[config.mk]
export PLATFORM = sky130hd
export DESIGN_NAME = endian_bus_adapter
export DESIGN_NICKNAME = d
export VERILOG_FILES = /design/src/rtl/endian_pkg.sv /design/src/rtl/endian_addr_map.sv /design/src/rtl/endian_wr_lanes.sv /design/src/rtl/endian_rd_lanes.sv /design/src/rtl/endian_bus_adapter.sv
export SDC_FILE = /design/constraint.sdc
export NUM_CORES = 1
export LEC_CHECK = 0
export BUFFER_PORTS_ARGS = -buffer_cell sky130_fd_sc_hd__buf_2
export CORE_ASPECT_RATIO = 1.2
export CORE_MARGIN = 2
export CORE_UTILIZATION = 46
export DETAILED_ROUTE_END_ITERATION = 6
export PLACE_DENSITY = 0.84
export SYNTH_ARGS = -nofsm -noshare
export SYNTH_HDL_FRONTEND = slang
export SYNTH_SLANG_ARGS = --single-unit
[constraint.sdc]
create_clock -name clk -period 1.7 [get_ports clk]
set_clock_uncertainty 0.05 [all_clocks]
set_input_delay 0.425 -clock clk [delete_from_list [all_inputs] [get_ports clk]]
set_output_delay 0.425 -clock clk [all_outputs]
set_load 0.02 [all_outputs]
[src/rtl/endian_pkg.sv]
package endian_pkg;

  typedef enum logic [1:0] {
    ORD_BIG     = 2'b00,
    ORD_TRUE_LE = 2'b01,
    ORD_MUNGED  = 2'b10,
    ORD_RSVD    = 2'b11
  } order_e;

  typedef enum logic [1:0] {
    SZ_BYTE = 2'b00,
    SZ_HALF = 2'b01,
    SZ_WORD = 2'b10,
    SZ_BAD  = 2'b11
  } size_e;

  localparam int unsigned BUS_W   = 32;
  localparam int unsigned LANES   = BUS_W / 8;
  localparam int unsigned LANE_AW = $clog2(LANES);

  // XOR pattern for the doubleword-granular address rewrite
  function automatic logic [2:0] munge_mask(input size_e s);
    case (s)
      SZ_BYTE: munge_mask = 3'b111;
      SZ_HALF: munge_mask = 3'b110;
      SZ_WORD: munge_mask = 3'b100;
      default: munge_mask = 3'b000;
    endcase
  endfunction

  // XOR pattern that gives core-order lane offset in true LE mode
  function automatic logic [1:0] swap_mask(input size_e s);
    case (s)
      SZ_BYTE: swap_mask = 2'b11;
      SZ_HALF: swap_mask = 2'b10;
      default: swap_mask = 2'b00;
    endcase
  endfunction

  function automatic logic misaligned(input size_e s, input logic [1:0] a);
    case (s)
      SZ_BYTE: misaligned = 1'b0;
      SZ_HALF: misaligned = a[0];
      SZ_WORD: misaligned = |a;
      default: misaligned = 1'b1;
    endcase
  endfunction

  function automatic logic [LANES-1:0] lane_enables(input size_e s, input logic [1:0] off);
    case (s)
      SZ_BYTE: lane_enables = 4'b0001 << off;
      SZ_HALF: lane_enables = off[1] ? 4'b1100 : 4'b0011;
      SZ_WORD: lane_enables = 4'b1111;
      default: lane_enables = 4'b0000;
    endcase
  endfunction

  function automatic logic [BUS_W-1:0] mirror_bytes(input logic [BUS_W-1:0] x);
    mirror_bytes = {x[7:0], x[15:8], x[23:16], x[31:24]};
  endfunction

  function automatic logic [LANES-1:0] mirror_lanes(input logic [LANES-1:0] e);
    mirror_lanes = {e[0], e[1], e[2], e[3]};
  endfunction

  // Big-endian placement of a right-justified value at lane offset 'off'
  function automatic logic [BUS_W-1:0] place_msb_first(input logic [BUS_W-1:0] d,
                                                      input size_e s, input logic [1:0] off);
    case (s)
      SZ_BYTE: place_msb_first = {d[7:0], 24'h0} >> {off, 3'b000};
      SZ_HALF: place_msb_first = {d[15:0], 16'h0} >> {off, 3'b000};
      default: place_msb_first = d;
    endcase
  endfunction

  // Inverse of place_msb_first, result right-justified and zero-extended
  function automatic logic [BUS_W-1:0] pick_msb_first(input logic [BUS_W-1:0] lanes,
                                                     input size_e s, input logic [1:0] off);
    logic [BUS_W-1:0] shl;
    shl = lanes << {off, 3'b000};
    case (s)
      SZ_BYTE: pick_msb_first = {24'h0, shl[31:24]};
      SZ_HALF: pick_msb_first = {16'h0, shl[31:16]};
      default: pick_msb_first = lanes;
    endcase
  endfunction

endpackage

[src/rtl/endian_addr_map.sv]
module endian_addr_map
  import endian_pkg::*;
#(
  parameter int unsigned ADDR_W = 32
) (
  input  logic [ADDR_W-1:0] addr_i,
  input  size_e             size_i,
  input  order_e            mode_i,
  output logic [ADDR_W-1:0] bus_addr_o,
  output logic [1:0]        lane_off_o,
  output logic              misalign_o
);

  always_comb begin
    misalign_o = misaligned(size_i, addr_i[1:0]);
    bus_addr_o = addr_i;
    lane_off_o = addr_i[1:0];
    case (mode_i)
      ORD_MUNGED: begin
        bus_addr_o[2:0] = addr_i[2:0] ^ munge_mask(size_i);
        lane_off_o      = addr_i[1:0] ^ munge_mask(size_i)[1:0];
      end
      ORD_TRUE_LE: begin
        // lanes are chosen in core order, the lane mirror undoes the rewrite on the bus
        lane_off_o = addr_i[1:0] ^ swap_mask(size_i);
      end
      default: ;
    endcase
  end

endmodule

[src/rtl/endian_wr_lanes.sv]
module endian_wr_lanes
  import endian_pkg::*;
(
  input  order_e           mode_i,
  input  size_e            size_i,
  input  logic [1:0]       lane_off_i,
  input  logic [BUS_W-1:0] wdata_i,
  output logic [LANES-1:0] be_o,
  output logic [BUS_W-1:0] bus_wdata_o
);

  logic             swap;
  logic [LANES-1:0] core_be;
  logic [BUS_W-1:0] core_data;

  always_comb begin
    swap        = (mode_i == ORD_TRUE_LE);
    core_be     = lane_enables(size_i, lane_off_i);
    core_data   = place_msb_first(wdata_i, size_i, lane_off_i);
    be_o        = swap ? mirror_lanes(core_be) : core_be;
    bus_wdata_o = swap ? mirror_bytes(core_data) : core_data;
  end

endmodule

[src/rtl/endian_rd_lanes.sv]
module endian_rd_lanes
  import endian_pkg::*;
(
  input  order_e           mode_i,
  input  size_e            size_i,
  input  logic [1:0]       lane_off_i,
  input  logic [BUS_W-1:0] bus_rdata_i,
  output logic [BUS_W-1:0] rdata_o
);

  logic [BUS_W-1:0] core_lanes;

  always_comb begin
    core_lanes = (mode_i == ORD_TRUE_LE) ? mirror_bytes(bus_rdata_i) : bus_rdata_i;
    rdata_o    = pick_msb_first(core_lanes, size_i, lane_off_i);
  end

endmodule

[src/rtl/endian_bus_adapter.sv]
module endian_bus_adapter
  import endian_pkg::*;
#(
  parameter int unsigned ADDR_W = 32
) (
  input  logic              clk,
  input  logic              rst_n,
  input  logic [1:0]        mode_i,
  input  logic              req_valid_i,
  output logic              req_ready_o,
  input  logic [ADDR_W-1:0] req_addr_i,
  input  logic [1:0]        req_size_i,
  input  logic              req_we_i,
  input  logic [31:0]       req_wdata_i,
  output logic              rsp_valid_o,
  output logic [31:0]       rsp_rdata_o,
  output logic              align_err_o,
  output logic              bus_valid_o,
  input  logic              bus_ready_i,
  output logic [ADDR_W-1:0] bus_addr_o,
  output logic [3:0]        bus_be_o,
  output logic              bus_we_o,
  output logic [31:0]       bus_wdata_o,
  input  logic [31:0]       bus_rdata_i
);

  order_e mode_in, mode_q;
  size_e  size_in, size_q;
  logic [1:0] off_q;
  logic       busy_q;

  logic [ADDR_W-1:0] map_addr;
  logic [1:0]        map_off;
  logic              map_misalign;
  logic [LANES-1:0]  wr_be;
  logic [BUS_W-1:0]  wr_data;
  logic [BUS_W-1:0]  rd_data;

  // named events for the checker
  logic accept, err_fire, issue, done;

  assign mode_in = order_e'(mode_i);
  assign size_in = size_e'(req_size_i);

  assign req_ready_o = !busy_q;
  assign bus_valid_o = busy_q;
  assign accept      = req_valid_i && !busy_q;
  assign err_fire    = accept && map_misalign;
  assign issue       = accept && !map_misalign;
  assign done        = busy_q && bus_ready_i;

  endian_addr_map #(.ADDR_W(ADDR_W)) u_addr (
    .addr_i    (req_addr_i),
    .size_i    (size_in),
    .mode_i    (mode_in),
    .bus_addr_o(map_addr),
    .lane_off_o(map_off),
    .misalign_o(map_misalign)
  );

  endian_wr_lanes u_wr (
    .mode_i     (mode_in),
    .size_i     (size_in),
    .lane_off_i (map_off),
    .wdata_i    (req_wdata_i),
    .be_o       (wr_be),
    .bus_wdata_o(wr_data)
  );

  endian_rd_lanes u_rd (
    .mode_i     (mode_q),
    .size_i     (size_q),
    .lane_off_i (off_q),
    .bus_rdata_i(bus_rdata_i),
    .rdata_o    (rd_data)
  );

  always_ff @(posedge clk or negedge rst_n) begin
    if (!rst_n) begin
      busy_q      <= 1'b0;
      mode_q      <= ORD_BIG;
      size_q      <= SZ_BYTE;
      off_q       <= 2'b00;
      bus_addr_o  <= '0;
      bus_be_o    <= '0;
      bus_we_o    <= 1'b0;
      bus_wdata_o <= '0;
      rsp_valid_o <= 1'b0;
      rsp_rdata_o <= '0;
      align_err_o <= 1'b0;
    end else begin
      align_err_o <= err_fire;
      rsp_valid_o <= done;
      if (issue) begin
        busy_q      <= 1'b1;
        mode_q      <= mode_in;
        size_q      <= size_in;
        off_q       <= map_off;
        bus_addr_o  <= map_addr;
        bus_be_o    <= wr_be;
        bus_we_o    <= req_we_i;
        bus_wdata_o <= wr_data;
      end else if (done) begin
        busy_q      <= 1'b0;
        rsp_rdata_o <= bus_we_o ? '0 : rd_data;
      end
    end
  end

endmodule

# ---- Word-level counts from Yosys, hierarchy flattened
# Index checks and enable logic that the tools add are counted.
dict set report word_totals {
  out_inout_bits 105
  inputBits 105
  reg_bits 110
  mem_bits_rw 0
  mem_count 0
  romBits 0
  word_cells 53
  latchBits 0
}
dict set report classes {
  bitwise 4
  multipliers 0
  add_sub_neg 0
  n_reduce_logical 11
  magnitude_cmp 0
  n_shift 4
  div 0
  eq_ne 6
  n_mux 17
}
# op count
set ops {}
lappend ops {{32-bit case mux with 2 select lines} 2}
lappend ops {{32-bit 2-to-1 mux} 3}
lappend ops {{32-bit by 5-bit >> shifter with 32-bit output} 2}
lappend ops {{32-bit by 5-bit left shift with 32-bit output} 1}
lappend ops {{4-bit case mux with 3 select lines} 1}
lappend ops {{3-bit case mux with 3 select lines} 1}
lappend ops {{2-bit by 1-bit == test with 1-bit output (second input constant)} 4}
lappend ops {{4-bit 2-to-1 mux} 2}
lappend ops {{2-bit case mux with 2 select lines} 2}
lappend ops {{3-bit 2-to-1 mux} 2}
lappend ops {{2-bit == test (second input constant)} 2}
lappend ops {{1-bit logical AND} 4}
lappend ops {{2-bit zero test} 2}
lappend ops {{1-bit by 2-bit left shift with 4-bit output (first input constant)} 1}
lappend ops {{2-bit bitwise XOR} 2}
lappend ops {{1-bit case mux with 3 select lines} 1}
lappend ops {{3-bit bitwise XOR} 1}
lappend ops {{1-bit zero test} 2}
lappend ops {{1-bit 2-to-1 mux} 2}
lappend ops {{2-bit 2-to-1 mux} 1}
lappend ops {{2-bit AND reduction} 1}
lappend ops {{2-bit nonzero test} 1}
lappend ops {{2-bit OR reduction} 1}
lappend ops {{1-bit NOT} 1}

# ---- Depth between registers and ports, before layout
# Gate-level depths: netlist of run 1.
dict set report depth {
  depth_word 8
  ltp_mapped 8
  ltp_nobuf 7
}

# ---- Cells and area by module
# Synthesis of run 1 repeated with hierarchy kept, for this count alone.
dict set report unflattened {
  hier_cells 584
  area_unflattened_um2 6814.0
}
# module area_each_um2 seq_area_each_um2 n_inst cells_per_inst
set modules_own_cells {}
lappend modules_own_cells {endian_bus_adapter 4285.4 2752.6 1 269}
lappend modules_own_cells {endian_wr_lanes 1177.4 0.0 1 165}
lappend modules_own_cells {endian_rd_lanes 1019.7 0.0 1 106}
lappend modules_own_cells {endian_addr_map 331.6 0.0 1 44}

# ---- Worst setup path after synthesis of run 1
# OpenSTA, ideal clock, no wires.
dict set report synth_path {
  path_kind {input to register}
  startpoint {input port mode_i[0]}
  endpoint {register bus_wdata_o[10]}
  t_required_ns 1.503
  setup_time_ns 0.147
  path_stages 8
  arrival_time_ns 1.906
  path_slack_ns -0.403
  n_path_buf 1
  cell_sequence {inv_1 > ha_1 > buf_2 > xnor2_1 > nor2_1 > o31a_1 > a22oi_1 > o221ai_1}
}
dict set report synth_via {
  elab_chain_cells 5
  word_cells_on_any_way 7
  classes_between {eq/ne (2); shift (2); mux (3)}
}
# item line
set synth_lines {}
lappend synth_lines {{start: declaration} endian_bus_adapter.sv:8} ;# input logic [1:0] mode_i,
lappend synth_lines {{2-bit by 1-bit == test with 1-bit output or 2-bit == test (tied branches)} {endian_addr_map.sv:18, endian_wr_lanes.sv:17}}
lappend synth_lines {{2-bit case mux with 2 select lines} endian_addr_map.sv:18} ;# case (mode_i)
lappend synth_lines {{32-bit by 5-bit >> shifter with 32-bit output (on tied branches)} {endian_pkg.sv:71, endian_pkg.sv:70}}
lappend synth_lines {{32-bit case mux with 2 select lines} endian_pkg.sv:69} ;# case (s)
lappend synth_lines {{32-bit 2-to-1 mux *} endian_wr_lanes.sv:21} ;# bus_wdata_o = swap ? mirror_bytes(core_data) : core_data;
lappend synth_lines {{end signal: assignment} endian_bus_adapter.sv:102} ;# bus_wdata_o <= wr_data;
lappend synth_lines {{end: declaration} endian_bus_adapter.sv:23} ;# output logic [31:0] bus_wdata_o,
# Every way passes the cells marked *; elsewhere a longest branch is shown, timed or not.
# A chain may end at the register's enable or synchronous reset.

# ---- Worst setup path after layout of run 1
dict set report layout_path {
  startpoint {register mode_q[0]}
  endpoint {register rsp_rdata_o[4]}
}
dict set report layout_via {
  elab_chain_cells 5
}
# item line
set layout_lines {}
lappend layout_lines {{start: declaration} endian_bus_adapter.sv:27} ;# order_e mode_in, mode_q;
lappend layout_lines {{start signal: assignment} endian_bus_adapter.sv:96} ;# mode_q <= mode_in;
lappend layout_lines {{2-bit by 1-bit == test with 1-bit output *} endian_rd_lanes.sv:14} ;# core_lanes = (mode_i == ORD_TRUE_LE) ? mirror_bytes(bus_rdata_i) : bus_rdata_i;
lappend layout_lines {{32-bit 2-to-1 mux *} endian_rd_lanes.sv:14}
lappend layout_lines {{32-bit by 5-bit left shift with 32-bit output} endian_pkg.sv:80} ;# shl = lanes << {off, 3'b000};
lappend layout_lines {{32-bit case mux with 2 select lines *} endian_pkg.sv:81} ;# case (s)
lappend layout_lines {{32-bit 2-to-1 mux *} endian_bus_adapter.sv:105} ;# rsp_rdata_o <= bus_we_o ? '0 : rd_data;
lappend layout_lines {{end signal: assignment} endian_bus_adapter.sv:105}
lappend layout_lines {{end: declaration} endian_bus_adapter.sv:16} ;# output logic [31:0] rsp_rdata_o,
# Marks and branches as above.

==> flow_summary.ini, run 1 <==
[floorplanning]
start_util = 0.471
die_x_um = 108
boundary_pins = 210
design.die.area_mm2 = 0.0138
core_region_area_mm2 = 0.0126
die_height_um = 128
placement_rows = 45

[sta]
timing.final.hold_violations = 0
post-route-worst-setup-slack_ps = -208
ratio_of_final_minimum_period_to_clock_period = 1.12
worst_slew_pin_slew_ps = 438
worst_hold_slack_ps = 233
timing.fmax_ghz = 0.524
max_transition_viols_final = 0
timing.max_slew.rel_slack = 0.708
final.min_clock_period_ps = 1910
final-setup-viol-count = 37
rsz_0062_raised_after_global_routing = yes

[layout]
final_layout_size_suffix_gt1_frac = 0.485
multi_input_comb_area_mm2 = 0.00341
layout.cells.most_common = sky130_fd_sc_hd__buf_2
highest_count_cells_in_the_layout_ignoring_fill_and_taps = sky130_fd_sc_hd__buf_2, sky130_fd_sc_hd__dfrtp_1, sky130_fd_sc_hd__nand2_1
instances_no_fill = 1001
fill_cells = 933
layout.nets = 939
flow.area_growth_from_synthesis_pct = 46.4
seq_area_mm2 = 0.00276
antenna_cells = 0

[clock_tree]
cts_buffer_depth = 2
clock_tree_from_tritoncts = done
cts-htree-levels = 3
clockRootBuffer = sky130_fd_sc_hd__clkbuf_16
tritoncts.num_buffers = 9
clock_insertion_delay_worst_skew_ps = 340
cts.sinks = 110
clk_pin_slew_worst_paths_ps = 80

[synth]
synth_area_mm2 = 0.00594
synth-main-ff-cell = sky130_fd_sc_hd__dfrtp_1
ys_warnings = 0
synth.yosys.seq_area_share = 0.464
synthCells = 567
synth.area.top_cells = sky130_fd_sc_hd__dfrtp_1, sky130_fd_sc_hd__mux2_1, sky130_fd_sc_hd__o221ai_1
post_synth.cell_area_avg_um2 = 10.5
synthesis.nets = 674
synth-seq-cells = 110
synthArstFlopShare = 1.00
synthDominantAreaCellType = sky130_fd_sc_hd__dfrtp_1
synth_top_area_share = 0.464
post_synth_num_cell_types = 47
synth-edff-count = 0

[drt]
dr_total_vias = 5905
avgViaCountPerCell = 5.90
ant_nets = 0
wl_per_cell_um = 18.5
drt-initial-drc-count = 463
postRouteWirelength_um = 18500
drc_viols = 0
drt-pass1-iter-count = 6

[status]
failing_checks = negative setup slack
status = finished, violations left

[pwr]
power.sequential.fraction = 0.352
net-switching-power_w = 0.00406
p_total_w = 0.0106
pwr_dens_mw_per_mm2 = 1220
internal_portion_of_total_power_w = 0.00656
power.ir.vdd_worst_uv = 638
p_sw_frac = 0.382
power_leakage_nw = 4.16
p_clk_frac = 0.204
p_comb_frac = 0.444

[worst_setup_path]
crit_path_top_delay_cell = sky130_fd_sc_hd__dfrtp_1
cp_data_required_time_ps = 1880
cp_cell_sequence = nor2b_4 > buf_12 > mux2i_1 > mux4_2 > nand2_1 > a32o_1
critical_path.top_delay_family = multiplexers
worstSetupStartpointType = register
arrival_ps = 2090
crit_path_max_fanout = 13
largest_stage_delay_worst_path_ps = 380
cp-startpoint = mode_q[0]
rr_startpoint = mode_q[0]
worstSetupPathType = reg2reg
timing.critical_path.buf_inv = 1
setup.worst_path.end_class = register

[global_route]
grt_pass1_wl_um = 28700
grt_usage = 0.260
number_of_antenna_violations_at_the_first_check_in_global_routing = 0
grt_remaining_overflow = 0
grt_pass1_vias = 5870
pin_count_of_the_biggest_net_entering_global_routing = 45

[placed_design]
place_hpwl_um = 13300
gp_congestion = 0.852
place.detailed.instances = 972
port_buffer_count = 209

[min_path]
min_from = req_addr_i[23]
worst_hold_path_type = in2reg

[flow_run]
drv.max_cap_violation_count = 0
power by group through the flow:
stage	Combinational, W	Clock [W]	Sequential, W
floorplan	0.00188	0	0.00456
global placement	0.00419	0	0.00374
detailed placement	0.00431	0	0.00376
CTS	0.00449	0.00222	0.00373
global route	0.00503	0.00233	0.00382
finish	0.00471	0.00217	0.00373
routing by layer:
metal | GRT usage | vias to the layer above | part of all wire
li1 | - | 2686 | -
met1 | 0.312 | 2848 | 0.37
met2 | 0.459 | 324 | 0.52
met3 | 0.0542 | 47 | 0.082
met4 | 0.100 | 0 | 0.028
met5 | 0 | - | 0
cell type report:
class / count / area share
clock inverters: 6 / 0.00792
inverters: 8 / 0.00489
multi-input cells: 401 / 0.392
well taps: 164 / 0.0236
flip-flops and latches: 110 / 0.317
clock buffers: 10 / 0.0275
repair buffers: 302 / 0.227
cell families after synthesis:
logic type / synth area share
AND/OR/NAND/NOR: 0.0944
multiplexers: 0.168
adder cells (fa/ha/maj): 0.00421
XOR/XNOR: 0.0133
flip-flops: 0.464
buffers and inverters: 0.0417
AO/OA/AOI/OAI: 0.214
worst reg2reg max path: stages (launching register included):
cell and delay, ps:
sky130_fd_sc_hd__dfrtp_1 380, sky130_fd_sc_hd__nor2b_4 230, sky130_fd_sc_hd__buf_12 200, sky130_fd_sc_hd__mux2i_1 270
sky130_fd_sc_hd__mux4_2 320, sky130_fd_sc_hd__nand2_1 90, sky130_fd_sc_hd__a32o_1 260
cell usage after synthesis, types with 6 or more instances:
cell,instances
sky130_fd_sc_hd__nor2_1,12
sky130_fd_sc_hd__dfrtp_1,110
sky130_fd_sc_hd__mux2i_1,38
sky130_fd_sc_hd__nor2b_1,8
sky130_fd_sc_hd__o21ai_0,25
sky130_fd_sc_hd__a22oi_1,16
sky130_fd_sc_hd__clkbuf_1,21
sky130_fd_sc_hd__o221ai_1,46
sky130_fd_sc_hd__a21boi_0,7
sky130_fd_sc_hd__nand2_1,93
sky130_fd_sc_hd__a32o_1,7
sky130_fd_sc_hd__a21oi_1,9
sky130_fd_sc_hd__buf_2,18
sky130_fd_sc_hd__a21o_1,7
sky130_fd_sc_hd__o211ai_1,7
sky130_fd_sc_hd__o21ai_1,19
sky130_fd_sc_hd__xnor2_1,7
sky130_fd_sc_hd__a222oi_1,8
sky130_fd_sc_hd__mux2_1,36
sky130_fd_sc_hd__mux4_2,9
sky130_fd_sc_hd__buf_1,6
path summary, 6_finish.rpt:
check                             endpoint  cells past startpoint  slack [ps]
setup reg to reg            rsp_rdata_o[4]                      6        -210
hold reg to reg            rsp_rdata_o[28]                      2         430
hold / removal              bus_addr_o[23]                      2         230
setup / recovery            rsp_rdata_o[4]                      6        -210
min in group asynchronous  rsp_rdata_o[31]                      2         470
max in group asynchronous  bus_wdata_o[20]                      3         580
metrics by stage:
| step | worst slack (ps) | setup TNS, ps | instance area (µm²) | util |
|---|---|---|---|---|
| global route | -280 | -6250 | 8690 | 0.689 |
| floorplan | -268 | -5940 | 6160 | - |
| CTS | -198 | -3600 | 8440 | 0.669 |
| global placement | -670 | -27020 | 7840 | 0.622 |
| detailed placement | -814 | -31560 | 7840 | 0.622 |
| finish | -208 | -3450 | 8690 | 0.689 |
state kept, by name, indices dropped and copies added, names as in the netlist:
| signal | count |
|---|---|
| bus_addr_o | 32 |
| bus_wdata_o | 32 |
| rsp_rdata_o | 32 |
| bus_be_o | 4 |
| mode_q | 2 |
| off_q | 2 |
| size_q | 2 |
| align_err_o | 1 |
| bus_valid_o | 1 |
| bus_we_o | 1 |
| rsp_valid_o | 1 |
timing repair:
| item | 4_1_cts | 5_1_grt |
|---|---|---|
| buffers inserted | 5 | 6 |
| endpoints found under the setup margin | 52 | 52 |
| gates cloned | 0 | 1 |
| endpoints found under the hold margin | 20 | 0 |
| resized for setup | 46 | 37 |
| hold buffers | 1 | 0 |
| pin swaps | 30 | 34 |
(Power assumes the default switching activity.)
==> run 2: changes to the inputs <==
--- a/config.mk
+++ b/config.mk
@@ -7,3 +7,3 @@
 export LEC_CHECK = 0
-export BUFFER_PORTS_ARGS = -buffer_cell sky130_fd_sc_hd__buf_2
+export BUFFER_PORTS_ARGS = -buffer_cell sky130_fd_sc_hd__buf_4
 export CORE_ASPECT_RATIO = 1.2
--- a/constraint.sdc
+++ b/constraint.sdc
@@ -4,2 +4,2 @@
 set_output_delay 0.425 -clock clk [all_outputs]
-set_load 0.02 [all_outputs]
+set_load 0.01 [all_outputs]
==> run 2 against run 1 <==
The run ends with design-rule violations, negative setup slack left. Worst setup slack lost 37 ps. First-iteration DRC count grew 23%. Via count grew 4.0%. Fmax shrank 1.9%. Combinational power grew 0.8%. Non-clock buffer count shrank 2. Die area is the same. Register-to-register slack lost 40 ps. Count of clock-buffer cells in the layout shrank 1. Cell count is essentially flat. Critical path depth is the same. Critical endpoint is now rsp_rdata_o[7].
==> flow_summary.ini, run 2 (same netlist as run 1, synthesis figures left out) <==
[worst_setup_path]
cp_cell_sequence = buf_6 > nand2b_4 > mux4_2 > mux2_4 > nand2b_4 > a32o_1
cp_data_required_time_ps = 1890
arrival_ps = 2140
crit_path_max_fanout = 3
setup.worst_path.end_class = register
timing.critical_path.buf_inv = 1
worstSetupPathType = reg2reg
crit_path_frequent_cell = sky130_fd_sc_hd__nand2b_4
largest_stage_delay_worst_path_ps = 520
worstSetupStartpointType = register
critical_path.top_delay_family = multiplexers
crit_path_top_delay_cell = sky130_fd_sc_hd__mux4_2

[sta]
timing.fmax_ghz = 0.514
worst_slew_pin_slew_ps = 440
max_transition_viols_final = 0
final.min_clock_period_ps = 1950
totalNegativeSetupSlack_ps = -3620
timing.max_slew.rel_slack = 0.707
post-route-worst-setup-slack_ps = -246
rsz_0062_raised_after_global_routing = yes
timing.final.hold_violations = 0
ratio_of_final_minimum_period_to_clock_period = 1.14
final-setup-viol-count = 35

[drt]
avgViaCountPerCell = 6.14
drc_viols = 4
dr_total_vias = 6143
drt-pass1-iter-count = 7
drt-initial-drc-count = 568
wl_per_cell_um = 20.5
ant_nets = 0
postRouteWirelength_um = 20500

[layout]
fill_cells = 854
highest_count_cells_in_the_layout_ignoring_fill_and_taps = sky130_fd_sc_hd__buf_4, sky130_fd_sc_hd__dfrtp_1, sky130_fd_sc_hd__nand2_1
antenna_cells = 0
final_layout_size_suffix_gt1_frac = 0.475
flow.area_growth_from_synthesis_pct = 54.2
multi_input_comb_area_mm2 = 0.00341
post-route-cell-area_mm2 = 0.00916
registers_with_the_most_flip_flops = bus_addr_o: 32 flops, bus_wdata_o: 32 flops, rsp_rdata_o: 32 flops
layout.cells.most_common = sky130_fd_sc_hd__buf_4
final_core_utilization = 0.726
seq_area_mm2 = 0.00275
layout.nets = 938

[placed_design]
placed_area_mm2 = 0.00826
place_hpwl_um = 13700
dpl_worst_slack_ps = -729
gp_congestion = 0.932
port_buffer_count = 209

[clock_tree]
clockRootBuffer = sky130_fd_sc_hd__clkbuf_16
cts-htree-levels = 3
tritoncts.num_buffers = 9
clock_insertion_delay_worst_skew_ps = 350
clock_tree_from_tritoncts = done
clk_pin_slew_worst_paths_ps = 80
cts.sinks = 110
cts_buffer_depth = 2

[min_path]
worst_hold_path_type = in2reg

[pwr]
net-switching-power_w = 0.00379
p_total_w = 0.0108
power_leakage_nw = 4.24
p_clk_frac = 0.206
power.ir.vdd_worst_uv = 583
p_comb_frac = 0.441
power.sequential.fraction = 0.353
internal_portion_of_total_power_w = 0.00699
pwr_dens_mw_per_mm2 = 1180
p_sw_frac = 0.351

[floorplanning]
boundary_pins = 210
placement_rows = 45
core_region_area_mm2 = 0.0126
start_util = 0.471
design.die.area_mm2 = 0.0138
die_height_um = 128
die_x_um = 108

[global_route]
grt_pass1_wl_um = 31000
grt_pass1_vias = 6176
pin_count_of_the_biggest_net_entering_global_routing = 46
number_of_antenna_violations_at_the_first_check_in_global_routing = 0
grt_usage = 0.284
grt_remaining_overflow = 0

[status]
status = finished, violations left
failing_checks = design-rule violations, negative setup slack

[flow_run]
drv.max_cap_violation_count = 0
==> run 2: power by group through the flow <==
stage,sequential (W),clock (W),combinational [W]
floorplan,0.00404,0,0.00188
global placement,0.00379,0,0.00404
detailed placement,0.00382,0,0.00417
CTS,0.00379,0.00225,0.00450
global route,0.00389,0.00237,0.00505
finish,0.00381,0.00222,0.00475
==> run 2: per-stage QoR <==
step	hold WS [ps]	std cells
after floorplan	79.4	567
after global placement	291	960
after detailed placement	293	960
after CTS	196	992
after global routing	204	1000
final	200	1000
==> run 2: final timing paths <==
check	startpoint	to	slack [ps]	cells after the start
worst min register to register	bus_addr_o[1]	bus_addr_o[1]	450	2
worst max register to register	mode_q[0]	rsp_rdata_o[7]	-250	6
worst max-delay path	mode_q[0]	rsp_rdata_o[7]	-250	6
min in group asynchronous	rst_n	rsp_rdata_o[15]	460	2
worst min-delay path	bus_ready_i	bus_valid_o	200	2
max in group asynchronous	rst_n	bus_addr_o[18]	610	3
==> run 2: repair_timing <==
action,4_1_cts,5_1_grt
setup buffers,14,9
cloned,1,1
resized for setup,47,30
hold endpoints to repair,19,0
setup endpoints to repair,52,53
hold buffers,1,0
pin swaps,32,32
==> run 2: final cells by class <==
| cell class | count | area share |
|---|---|---|
| clock buffer | 9 | 0.0246 |
| timing repair buffer | 300 | 0.267 |
| clock inverter | 7 | 0.00874 |
| tap | 164 | 0.0224 |
| inverter | 8 | 0.00465 |
| sequential | 110 | 0.301 |
| multi-input combinational | 402 | 0.372 |
==> run 2: layer usage <==
metal,global-route usage,vias up,routed length [µm],share of wire
li1,-,2677,-,-
met1,0.331,2949,7350,0.36
met2,0.481,419,10100,0.49
met3,0.0745,98,1980,0.097
met4,0.150,0,1060,0.052
met5,0,-,0,0
==> run 3: changes to the inputs <==
Settings changed: ABC_AREA set to 1, CORE_UTILIZATION 46 to 47, TNS_END_PERCENT set to 20.
==> run 3 against run 2 <==
The run ends with negative setup slack left. Via count increased by 23%. Largest cell class unchanged. Clock power fell by 2%. Routed wire length grew 8.6%. Sequential share of layout area shrank 0.78 points. Cell count grew 37%. Area after synthesis grew 11%. Die area increased by 8.5%. First-iteration DRC count up 7.6%. Total power decreased by 1.0%. Final area increased by 2.6%. Sequential power down 1%.
==> flow_summary.ini, run 3 <==
[drt]
ant_nets = 0
drt-pass1-iter-count = 5
drt-initial-drc-count = 611
drc_viols = 0
wl_per_cell_um = 16.2
avgViaCountPerCell = 5.50
dr_total_vias = 7549
postRouteWirelength_um = 22200

[synth]
synthCells = 947
synth_top_area_share = 0.417
synthDominantAreaCellType = sky130_fd_sc_hd__dfrtp_1
synth.yosys.seq_area_share = 0.417
most_frequent_cell_after_synthesis = sky130_fd_sc_hd__nand2_1
synth-main-ff-cell = sky130_fd_sc_hd__dfrtp_1
synthesis.nets = 1054
synth.cells.most_frequent = sky130_fd_sc_hd__nand2_1, sky130_fd_sc_hd__nand3_1, sky130_fd_sc_hd__dfrtp_1, sky130_fd_sc_hd__inv_1, sky130_fd_sc_hd__o21ai_0
synth.area.top_cells = sky130_fd_sc_hd__dfrtp_1, sky130_fd_sc_hd__nand2_1, sky130_fd_sc_hd__nand3_1
synth-edff-count = 0
post_synth_num_cell_types = 35
synth-seq-cells = 110
ys_warnings = 0
synthArstFlopShare = 1.00
post_synth.cell_area_avg_um2 = 6.97
synth_area_mm2 = 0.00660

[clock_tree]
cts-htree-levels = 3
clock_insertion_delay_worst_skew_ps = 370
number_of_buffers_added_to_fix_hold_violations_after_cts = 0
tritoncts.num_buffers = 9
cts_buffer_depth = 2
clockRootBuffer = sky130_fd_sc_hd__clkbuf_16
clk_pin_slew_worst_paths_ps = 80
clock_tree_from_tritoncts = done
cts.sinks = 110

[sta]
rsz_0062_raised_after_global_routing = yes
timing.fmax_ghz = 0.560
timing.max_slew.rel_slack = 0.601
max_transition_viols_final = 0
ratio_of_final_minimum_period_to_clock_period = 1.05
timing.final.hold_violations = 0
worst_slew_pin_slew_ps = 598
worst_hold_slack_ps = 63.6
post-route-worst-setup-slack_ps = -87.2
final.min_clock_period_ps = 1790
totalNegativeSetupSlack_ps = -87.2
final-setup-viol-count = 1

[layout]
layout.nets = 1303
antenna_cells = 0
fill_cells = 1162
layout.cells.most_common = sky130_fd_sc_hd__nand2_1
flow.area_growth_from_synthesis_pct = 42.4
registers_with_the_most_flip_flops = bus_addr_o: 32 flops, bus_wdata_o: 32 flops, rsp_rdata_o: 32 flops
highest_count_cells_in_the_layout_ignoring_fill_and_taps = sky130_fd_sc_hd__nand2_1, sky130_fd_sc_hd__buf_4, sky130_fd_sc_hd__nand3_1
final_layout_size_suffix_gt1_frac = 0.294

[global_route]
number_of_antenna_violations_at_the_first_check_in_global_routing = 0
gr-usage-met1 = 0.344
met3_use_gr = 0.0375
grt_util_met2 = 0.507
grt_pass1_vias = 7125
grt_pass1_wl_um = 34600
grt_usage = 0.287
grt_remaining_overflow = 0
globalRoute.busiestLayer = met2
pin_count_of_the_biggest_net_entering_global_routing = 111

[min_path]
worst_hold_path_type = in2async

[status]
failing_checks = negative setup slack
status = finished, violations left

[floorplanning]
core_region_area_mm2 = 0.0138
die_height_um = 134
die_x_um = 112
boundary_pins = 210
start_util = 0.480
placement_rows = 47
design.die.area_mm2 = 0.0150

[placed_design]
port_buffer_count = 209
dpl_worst_slack_ps = -261
place_hpwl_um = 16400
gp_congestion = 1.04

[pwr]
power.ir.vdd_worst_uv = 707
pwr_dens_mw_per_mm2 = 1130
power_leakage_nw = 5.16

[worst_setup_path]
worstSetupStartpointType = register
arrival_ps = 1990
setup.worst_path.end_class = register
cp-startpoint = mode_q[1]
worst-r2r-cell-count = 12
worstSetupPathType = reg2reg
crit_path_max_fanout = 7
cp_data_required_time_ps = 1900
rr_startpoint = mode_q[1]

[flow_run]
drv.max_cap_violation_count = 0
run 3: cell count changes after synthesis, sizes merged, moves of 9 or more:
cell,previous run,this run
o221ai,46,1
nand3,2,129
nand2,93,397
nand3b,0,13
inv,8,75
mux2i,38,0
a22oi,16,6
a22o,0,12
a21oi,9,19
mux4,9,0
o21ai,44,64
mux2,37,0
o211ai,7,37
run 3: area by class of cell:
type	instances	area (µm²)	area share
flip-flops and latches	110	2750	0.293
inverters	76	298	0.0317
clock inverters	7	75.1	0.00799
well taps	171	214	0.0228
multi-input cells	710	3480	0.370
clock buffers	9	225	0.0240
repair buffers	289	2360	0.251
run 3: worst paths after layout:
check                                        to  slack [ps]
worst max-delay path             rsp_rdata_o[7]         -90
worst min-delay path            rsp_rdata_o[17]          60
worst max register to register   rsp_rdata_o[7]         -90
worst min register to register    bus_addr_o[6]         430
max in group asynchronous       bus_wdata_o[28]        1080
min in group clk                    bus_valid_o         200
run 3: cell families (layout without fill, tap and decap cells):
family          Yosys count  after routing  synth area share
compound gates          145            145             0.136
fa+ha+maj                 2              2           0.00379
buf+inv                 127            381            0.0798
simple gates            562            562             0.362
xor+xnor                  1              1           0.00133
flops                   110            110             0.417
run 3: through the flow:
stage / cell area, µm² / util / instances / power, W
detailed placement: 8910 / 0.647 / 1350 / 0.00822
floorplan: 6670 / - / 947 / 0.00592
global placement: 8910 / 0.647 / 1350 / 0.00813
global route: 9400 / 0.683 / 1372 / 0.0113
CTS: 9210 / 0.669 / 1366 / 0.0104
finish: 9400 / 0.683 / 1372 / 0.0107
run 3: worst max-delay path: stages, from the launching register on:
cell	delay, ps
sky130_fd_sc_hd__dfrtp_1	400
sky130_fd_sc_hd__inv_2	80
sky130_fd_sc_hd__nand2_4	110
sky130_fd_sc_hd__buf_12	160
sky130_fd_sc_hd__buf_6	130
sky130_fd_sc_hd__nor2_1	170
sky130_fd_sc_hd__a21oi_2	50
sky130_fd_sc_hd__inv_1	110
sky130_fd_sc_hd__o21ai_2	70
sky130_fd_sc_hd__nand2_2	70
sky130_fd_sc_hd__nand2_1	50
sky130_fd_sc_hd__nand3b_1	140
sky130_fd_sc_hd__nand2_1	70
run 3: report_power, final:
group	leakage (nW)	switching (W)	internal, W
Clock	0.148	0.00113	0.00105
Sequential	1.41	0.000455	0.00331
Combinational	3.61	0.00251	0.00222
Total	5.16	0.00409	0.00657
run 3: repair_timing:
item | 4_1_cts | 5_1_grt
setup endpoints to repair | 7 | 30
gates cloned | 0 | 3
gates resized for setup | 6 | 41
pin swaps | 1 | 10
buffers inserted | 0 | 3
run 3: routing by layer:
metal / vias to the layer above / part of all wire / wire [µm]
met2: 396 / 0.52 / 11500
met4: 0 / 0.039 / 859
met3: 79 / 0.070 / 1550
met1: 3479 / 0.38 / 8350
met5: - / 0 / 0
li1: 3595 / - / -
